$ cat config.mk
export PLATFORM = sky130hd
export DESIGN_NAME = cmp_event_unit
export DESIGN_NICKNAME = d
export VERILOG_FILES = /design/src/rtl/cmp_evt_pkg.sv /design/src/rtl/cmp_evt_datapath.sv /design/src/rtl/cmp_evt_ctrl.sv /design/src/rtl/cmp_event_unit.sv
export SDC_FILE = /design/constraint.sdc
export NUM_CORES = 1
export LEC_CHECK = 0
export CAP_MARGIN = 20
export CORE_MARGIN = 2
export CORE_UTILIZATION = 27
export CTS_CLUSTER_SIZE = 20
export DETAILED_ROUTE_END_ITERATION = 8
export PLACE_DENSITY = 0.79
export SYNTH_ARGS = -nofsm -noshare
export SYNTH_HDL_FRONTEND = slang
export SYNTH_HIERARCHICAL = 1
export SYNTH_SLANG_ARGS = --single-unit
$ cat constraint.sdc
create_clock -name clk -period 4.25 [get_ports clk]
set_clock_uncertainty 0.15 [all_clocks]
set_input_delay 0.6375 -clock clk [delete_from_list [all_inputs] [get_ports clk]]
set_output_delay 0.6375 -clock clk [all_outputs]
set_load 0.005 [all_outputs]
$ cat src/rtl/cmp_evt_pkg.sv
package cmp_evt_pkg;
  typedef enum logic [3:0] {
    MODE_OFF      = 4'b0000,
    MODE_SET_HI   = 4'b1000,
    MODE_SET_LO   = 4'b1001,
    MODE_SOFT_IRQ = 4'b1010,
    MODE_EVENT    = 4'b1011
  } cmpMode_e;

  typedef struct packed {
    logic forceLow;
    logic setPin;
    logic clrPin;
    logic raiseFlag;
  } latchStrobe_t;
endpackage

$ cat src/rtl/cmp_evt_datapath.sv
module cmp_evt_datapath
  import cmp_evt_pkg::*;
#(
  parameter int TIMER_W = 16
) (
  input  logic               clk,
  input  logic               rstN,
  input  logic [TIMER_W-1:0] timerVal,
  input  logic [TIMER_W-1:0] cmpVal,
  input  latchStrobe_t       strobe,
  input  logic               flagClear,
  input  logic               dirOut,
  output logic               matchRise,
  output logic               pinOut,
  output logic               pinOe,
  output logic               matchFlag
);
  logic eqNow;
  logic eqPrev;
  logic pinLatch;

  assign eqNow     = (timerVal == cmpVal);
  assign matchRise = eqNow & ~eqPrev;

  always_ff @(posedge clk) begin
    if (!rstN) begin
      eqPrev    <= 1'b0;
      pinLatch  <= 1'b0;
      matchFlag <= 1'b0;
    end else begin
      eqPrev <= eqNow;
      if (strobe.forceLow || strobe.clrPin) pinLatch <= 1'b0;
      else if (strobe.setPin)               pinLatch <= 1'b1;
      if (strobe.raiseFlag)   matchFlag <= 1'b1;
      else if (flagClear)     matchFlag <= 1'b0;
    end
  end

  assign pinOe  = dirOut;
  assign pinOut = dirOut & pinLatch;
endmodule

$ cat src/rtl/cmp_evt_ctrl.sv
module cmp_evt_ctrl
  import cmp_evt_pkg::*;
#(
  parameter bit HAS_ADC = 1'b1
) (
  input  logic         clk,
  input  logic         rstN,
  input  logic [3:0]   modeSel,
  input  logic         matchRise,
  input  logic         ctrlClear,
  input  logic         adcEnable,
  output latchStrobe_t strobe,
  output logic         timerReset,
  output logic         adcStart
);
  logic act;
  logic fireEvent;

  always_comb begin
    strobe          = '0;
    strobe.forceLow = ctrlClear;
    act             = matchRise & ~ctrlClear;
    fireEvent       = 1'b0;
    case (modeSel)
      MODE_SET_HI:   begin strobe.setPin = act; strobe.raiseFlag = act; end
      MODE_SET_LO:   begin strobe.clrPin = act; strobe.raiseFlag = act; end
      MODE_SOFT_IRQ: strobe.raiseFlag = act;
      MODE_EVENT:    begin strobe.raiseFlag = act; fireEvent = act; end
      default:       ;
    endcase
  end

  always_ff @(posedge clk) begin
    if (!rstN) timerReset <= 1'b0;
    else       timerReset <= fireEvent;
  end

  generate
    if (HAS_ADC) begin : g_adc
      logic adcQ;
      always_ff @(posedge clk) begin
        if (!rstN) adcQ <= 1'b0;
        else       adcQ <= fireEvent & adcEnable;
      end
      assign adcStart = adcQ;
    end else begin : g_noadc
      logic unusedAdc;
      assign unusedAdc = adcEnable;
      assign adcStart  = 1'b0;
    end
  endgenerate
endmodule

$ cat src/rtl/cmp_event_unit.sv
module cmp_event_unit
  import cmp_evt_pkg::*;
#(
  parameter int TIMER_W = 16,
  parameter bit HAS_ADC = 1'b1
) (
  input  logic               clk,
  input  logic               rstN,
  input  logic [TIMER_W-1:0] timerVal,
  input  logic [TIMER_W-1:0] cmpVal,
  input  logic [3:0]         modeSel,
  input  logic               ctrlClear,
  input  logic               adcEnable,
  input  logic               dirOut,
  input  logic               flagClear,
  output logic               pinOut,
  output logic               pinOe,
  output logic               matchFlag,
  output logic               timerReset,
  output logic               adcStart
);
  latchStrobe_t strobe;
  logic         matchRise;

  cmp_evt_datapath #(.TIMER_W(TIMER_W)) u_dp (
    .clk(clk), .rstN(rstN), .timerVal(timerVal), .cmpVal(cmpVal),
    .strobe(strobe), .flagClear(flagClear), .dirOut(dirOut),
    .matchRise(matchRise), .pinOut(pinOut), .pinOe(pinOe),
    .matchFlag(matchFlag)
  );

  cmp_evt_ctrl #(.HAS_ADC(HAS_ADC)) u_ctrl (
    .clk(clk), .rstN(rstN), .modeSel(modeSel), .matchRise(matchRise),
    .ctrlClear(ctrlClear), .adcEnable(adcEnable), .strobe(strobe),
    .timerReset(timerReset), .adcStart(adcStart)
  );
endmodule

==> results of run 1 <==
[final cells by class]
type,count,share of cell area
Timing Repair Buffer,46,0.518
Multi-Input combinational cell,34,0.301
Sequential cell,5,0.113
Clock buffer,4,0.0296
Tap cell,15,0.0211
Inverter,4,0.0169
[power groups by stage]
stage	registers, mW	clock network [mW]	logic (mW)
2_1_floorplan	0.0479	0	0.0143
3_3_place_gp	0.0479	0	0.0561
3_5_place_dp	0.0479	0	0.0570
4_1_cts	0.0471	0.0551	0.0573
5_1_grt	0.0469	0.0606	0.0614
6_report	0.0471	0.0533	0.0569
[worst max-delay path, stage by stage]
cell,delay (ns)
clkdlybuf4s50_1,0.47
and2_1,0.12
clkdlybuf4s50_1,0.49
[cells in the final DEF (no fill, tap or decap)]
cell type | netlist | routed
a21oi_1 | 1 | 1
and2_1 | 1 | 1
clkbuf_1 | 0 | 1
clkbuf_4 | 0 | 3
clkdlybuf4s50_1 | 0 | 46
dfxtp_1 | 5 | 5
inv_1 | 4 | 4
nand3_1 | 1 | 1
nand4_1 | 1 | 1
nand4bb_4 | 1 | 1
nor2_1 | 5 | 5
nor3_1 | 1 | 1
nor3_2 | 1 | 1
nor3b_2 | 1 | 1
nor4_1 | 5 | 5
xor2_1 | 16 | 16
[routing by layer]
layer | vias to the layer above | GRT usage
met5 | - | 0
met4 | 0 | 0.0750
met3 | 0 | 0.0259
met2 | 19 | 0.298
met1 | 196 | 0.153
li1 | 244 | -
[worst min path at each step]
stage | to | cells past startpoint | startpoint
final | u_dp/matchFlag$_SDFFE_PN0P_ | 2 | u_dp/matchFlag$_SDFFE_PN0P_
after floorplan | u_dp/pinLatch$_SDFFE_PP0P_ | 2 | u_dp/pinLatch$_SDFFE_PP0P_
after detailed placement | u_dp/matchFlag$_SDFFE_PN0P_ | 2 | u_dp/matchFlag$_SDFFE_PN0P_
after global routing | u_dp/matchFlag$_SDFFE_PN0P_ | 2 | u_dp/matchFlag$_SDFFE_PN0P_
after global placement | u_dp/matchFlag$_SDFFE_PN0P_ | 2 | u_dp/matchFlag$_SDFFE_PN0P_
after CTS | u_dp/matchFlag$_SDFFE_PN0P_ | 2 | u_dp/matchFlag$_SDFFE_PN0P_
[Yosys cell counts]
| cell | instances | area share |
|---|---|---|
| a21oi_1 | 1 | 0.013 |
| nor4_1 | 5 | 0.079 |
| nor3b_2 | 1 | 0.031 |
| and2_1 | 1 | 0.016 |
| dfxtp_1 | 5 | 0.25 |
| nor2_1 | 5 | 0.047 |
| nand4bb_4 | 1 | 0.069 |
| inv_1 | 4 | 0.038 |
| buf_4 | 2 | 0.038 |
| nor3_1 | 1 | 0.013 |
| nand3_1 | 1 | 0.013 |
| xor2_1 | 16 | 0.35 |
| nand4_1 | 1 | 0.016 |
| nor3_2 | 1 | 0.025 |
[logic make-up (layout without fill, tap and decap cells)]
logic type | Yosys count | after routing
buf+inv | 6 | 54
simple gates | 17 | 17
compound gates | 1 | 1
flops | 5 | 5
xor+xnor | 16 | 16
[per-stage QoR]
step                cell area, µm²  total power, mW  utilization
finish                         888            0.157        0.666
global route                   888            0.169        0.666
CTS                            888            0.159        0.666
detailed placement             862            0.105        0.646
global placement               862            0.104        0.646
floorplan                      398           0.0622            -
[sequential cells by signal, summed over array words and instances, names as in the netlist]
name	cells
u_dp/matchFlag	1
u_ctrl/adcStart	1
u_dp/eqPrev	1
u_dp/pinLatch	1
u_ctrl/timerReset	1
==> flow_summary.ini, run 1 <==
[route]
antenna_left = 0
top_layer = met3
drc = 0
vias_per_cell = 4.25
met1_length_um = 405
vias = 459
met2WireLength_um = 727
routed_wl_um = 1230
detail_route.wl_per_cell_um = 11.3
firstDrtPassIters = 2
dr_wl_met3_um = 92
first_iter_violations = 2

[grt]
grt_pass1_vias = 496
grt_pass1_wl_um = 2080
grt_max_degree = 6
overflow = 0
grt_use_total = 0.154
antenna_found_initial = 0

[pwr]
pwr-share-comb = 0.362
ir_drop_mv = 0.116
intPower_mw = 0.124
p_switching_mw = 0.0329
p_clk_frac = 0.339
p_seq_frac = 0.299
leakagePower_nw = 0.355
p_sw_frac = 0.209
powerDensity_nw_per_um2 = 177

[worst_setup_path]
ff2ff_path_depth = 5
crit_type = primary input to output port
rrSetupSlack_ns = 3.01
timing.rr.end = u_dp/pinLatch$_SDFFE_PP0P_
cp-start-kind = primary input
reg2reg_from = u_dp/eqPrev$_SDFF_PN0_
crit_required_ns = 3.46
crit_end = pinOut
arrival_ns = 1.71
crit_path_end_kind = output port
cp-startpoint = dirOut
path_max_fanout = 2

[yosys]
synth_compound_area_frac = 0.0126
synthDistinctLibCells = 14
synth-adder-area-share = 0
synth_top_family_by_area = XOR/XNOR gates
synth_xor_area_frac = 0.352
synthesis.nets = 87
yosys_warnings = 6
synth_mux_area_frac = 0
syn_avg_cell_area_um2 = 8.84
synth-simple-area-share = 0.308
syn_area_um2 = 398
ys_seq_area_frac = 0.252
synthCells = 45
yosys_register_bits = 5

[finish]
final_layout_size_suffix_gt1_frac = 0.0645
antenna_cells = 0
final_cells = 108
seq_area_um2 = 100
syn2layout_area_growth_pct = 123
multiInputGateArea_um2 = 268
fin_nets = 136
fillCellCount = 109

[sta]
max_slew_margin = 0.792
post-route-period-util = 0.588
tns_ns = 0
max_freq_mhz = 400
worstMarginPinSlew_ns = 0.309
whs_ns = 0.354
setup_viol = 0
slew_violations = 0
rsz0062_at_grt = no
finalHoldViolCount = 0
timing.final.ws_setup_ns = 1.75
fin_crit_ns = 2.50

[clocking]
cts.clk_slew.worst_paths_ns = 0.04
cts_made_buffers = 3
post_cts_buffers = 0
cts-root-buf = clkbuf_4
clock_path_buffers = 2
cts-htree-levels = 1
cts_num_sinks = 5
worstSkewPairLatency_ns = 0.23
cts_resized = 0
cts_hold_buf = 0
cts_tree = done

[die]
die_w_um = 42.4
ios = 47
num_rows = 13
initial_core_util = 0.298
die_h_um = 42.4
coreArea_um2 = 1330
die_area_um2 = 1800

[run]
maxCapViolations = 0

[placement]
dp_hpwl_um = 1060
place.gp.congestion = 0.716
pre_cts_ws_ns = 1.58
place_inst = 104
portBuffers = 46

[outcome]
status = complete, no violations

[min_path]
min_path_type = flop to flop
(Power assumes the default switching activity.)
==> run 2: changes to the inputs <==
- CORE_UTILIZATION: 27 -> 25
- PLACE_DENSITY: 0.79 -> 0.74
- clock period: 4.25 -> 2.4 ns (I/O delays scaled with it)
==> run 2 against run 1 <==
  * Sequential power increased by 77%
  * Largest cell class unchanged
  * Global-route usage decreased by 1.9 points
  * Final cell count increased by 1.9%
  * Hold slack got worse by 0.017 ns
  * Setup slack got worse by 1.5 ns
  * Utilization decreased by 7.1 points
  * Cell area increased by 0.99%
  * Clock power increased by 87%
  * Sequential cell count unchanged
  * Power increased by 79%
  * Count of clock-buffer cells in the layout unchanged
==> flow_summary.ini, run 2 (synthesized netlist as in run 1, its figures left out) <==
[sta]
fin_crit_ns = 2.15
max_freq_mhz = 465
whs_ns = 0.337
rsz0062_at_grt = no
slew_violations = 0
post-route-period-util = 0.895
setup_viol = 0
max_slew_margin = 0.783
worstMarginPinSlew_ns = 0.322
timing.final.ws_setup_ns = 0.252
finalHoldViolCount = 0

[worst_setup_path]
crit_type = primary input to flop
timing.rr.end = u_dp/pinLatch$_SDFFE_PP0P_
path_max_fanout = 4
cpPeakStageDelay_ns = 0.41
ff2ff_path_depth = 5
crit_required_ns = 2.40
rrSetupSlack_ns = 1.17
cp-start-kind = primary input
cpLargestDelayFamily = simple AND/OR/NAND/NOR gates
arrival_ns = 2.15
reg2reg_from = u_dp/eqPrev$_SDFF_PN0_
path_cells = clkdlybuf4s50_1, xor2_1, nor4_1, nand4_1, nor2_1, nand4bb_4, nor3_1, nor2_1, nor4_1
crit_path_end_kind = flop
critPathSlowestCell = clkdlybuf4s50_1
critPathBufInv = 1

[min_path]
min_path_type = flop to flop
hp-start = u_dp/matchFlag$_SDFFE_PN0P_
min_to = u_dp/matchFlag$_SDFFE_PN0P_
holdPathStages = 2

[grt]
grt_pass1_vias = 480
antenna_found_initial = 0
grt_pass1_wl_um = 1860
met2_usage = 0.241
grt_max_degree = 5
grt.met1_usage = 0.123
overflow = 0
grt_util_met3 = 0.0667
grt_use_total = 0.135
grt.busiest_layer = met2

[placement]
place.gp.congestion = 0.727
portBuffers = 46
place_inst = 106
dp_hpwl_um = 1020
place_area_um2 = 871
pre_cts_ws_ns = -0.0183

[route]
drc = 0
firstDrtPassIters = 3
routed_wl_um = 1100
detail_route.wl_per_cell_um = 9.97
vias = 459
first_iter_violations = 8
vias_per_cell = 4.17
antenna_left = 0

[clocking]
worstSkewPairLatency_ns = 0.25
clock_path_buffers = 2
cts_made_buffers = 3
cts_num_sinks = 5
cts-htree-levels = 1
cts-root-buf = clkbuf_4
cts_resized = 0
post_cts_buffers = 0
cts_tree = done
cts.clk_slew.worst_paths_ns = 0.04
cts_hold_buf = 0

[finish]
final_common_cell = clkdlybuf4s50_1
multiInputGateArea_um2 = 268
syn2layout_area_growth_pct = 125
seq_area_um2 = 100
fin_nets = 137
mostFrequentLayoutCells = clkdlybuf4s50_1 (46), xor2_1 (16), nor2_1 (5), dfxtp_1 (5), nor4_1 (5)
final_cells = 110
final_layout_size_suffix_gt1_frac = 0.0745
stdcell_area_um2 = 897
fillCellCount = 145
antenna_cells = 0

[die]
initial_core_util = 0.264
die_w_um = 43.9
die_h_um = 43.9
die_area_um2 = 1930
coreArea_um2 = 1510
num_rows = 14
ios = 47

[pwr]
p_switching_mw = 0.0614
pwr-share-comb = 0.351
p_sw_frac = 0.218
p_seq_frac = 0.296
ir_drop_mv = 0.235
powerDensity_nw_per_um2 = 314
p_clk_frac = 0.354
intPower_mw = 0.220
leakagePower_nw = 0.359

[outcome]
status = complete, no violations

[run]
maxCapViolations = 0
[run 2: cell types whose count changed in the layout (fill, tap and decap cells not counted), sizes merged]
cell	change
buf	+1
[run 2: metal layers]
| layer | part of all wire | up-vias | routed length, µm |
|---|---|---|---|
| met5 | 0 | - | 0 |
| met4 | 0.010 | 0 | 11 |
| met3 | 0.10 | 2 | 113 |
| met2 | 0.58 | 22 | 634 |
| met1 | 0.31 | 188 | 338 |
| li1 | - | 247 | - |
[run 2: power by group through the flow]
stage	logic [mW]	clock network (mW)	registers, mW
after floorplan	0.0254	0	0.0848
after global placement	0.0991	0	0.0848
after detailed placement	0.0999	0	0.0848
after CTS	0.100	0.106	0.0833
after global routing	0.107	0.118	0.0830
final	0.0989	0.0997	0.0834
[run 2: stage by stage]
stage          total power [mW]  TNS (ns)  utilization
6_report                  0.282         0        0.596
3_3_place_gp              0.184         0        0.578
3_5_place_dp              0.185   -0.0183        0.578
5_1_grt                   0.309         0        0.596
4_1_cts                   0.290         0        0.596
2_1_floorplan             0.110         0            -
[run 2: layout make-up]
class                   count  area share
well taps                  16      0.0223
repair buffers             47       0.522
flip-flops and latches      5       0.112
multi-input cells          34       0.298
inverters                   4      0.0167
clock buffers               4      0.0293
[run 2: worst min-delay path, delay by kind of cell, from the launching register on]
| kind | cells | cell delay (ns) |
|---|---|---|
| AO/OA/AOI/OAI | 1 | 0.06 |
| flip-flops | 1 | 0.32 |
| AND/OR/NAND/NOR | 1 | 0.07 |
[run 2: worst max path at each step]
stage                                 end  slack [ns]  startpoint  cells after the start
5_1_grt        u_dp/pinLatch$_SDFFE_PP0P_        0.06   cmpVal[8]                      9
2_1_floorplan  u_dp/pinLatch$_SDFFE_PP0P_        0.62  cmpVal[13]                      8
3_5_place_dp   u_dp/pinLatch$_SDFFE_PP0P_       -0.02  cmpVal[13]                      9
6_report       u_dp/pinLatch$_SDFFE_PP0P_        0.25  cmpVal[13]                      9
4_1_cts        u_dp/pinLatch$_SDFFE_PP0P_        0.24  cmpVal[13]                      9
3_3_place_gp   u_dp/pinLatch$_SDFFE_PP0P_        0.04  cmpVal[13]                      9
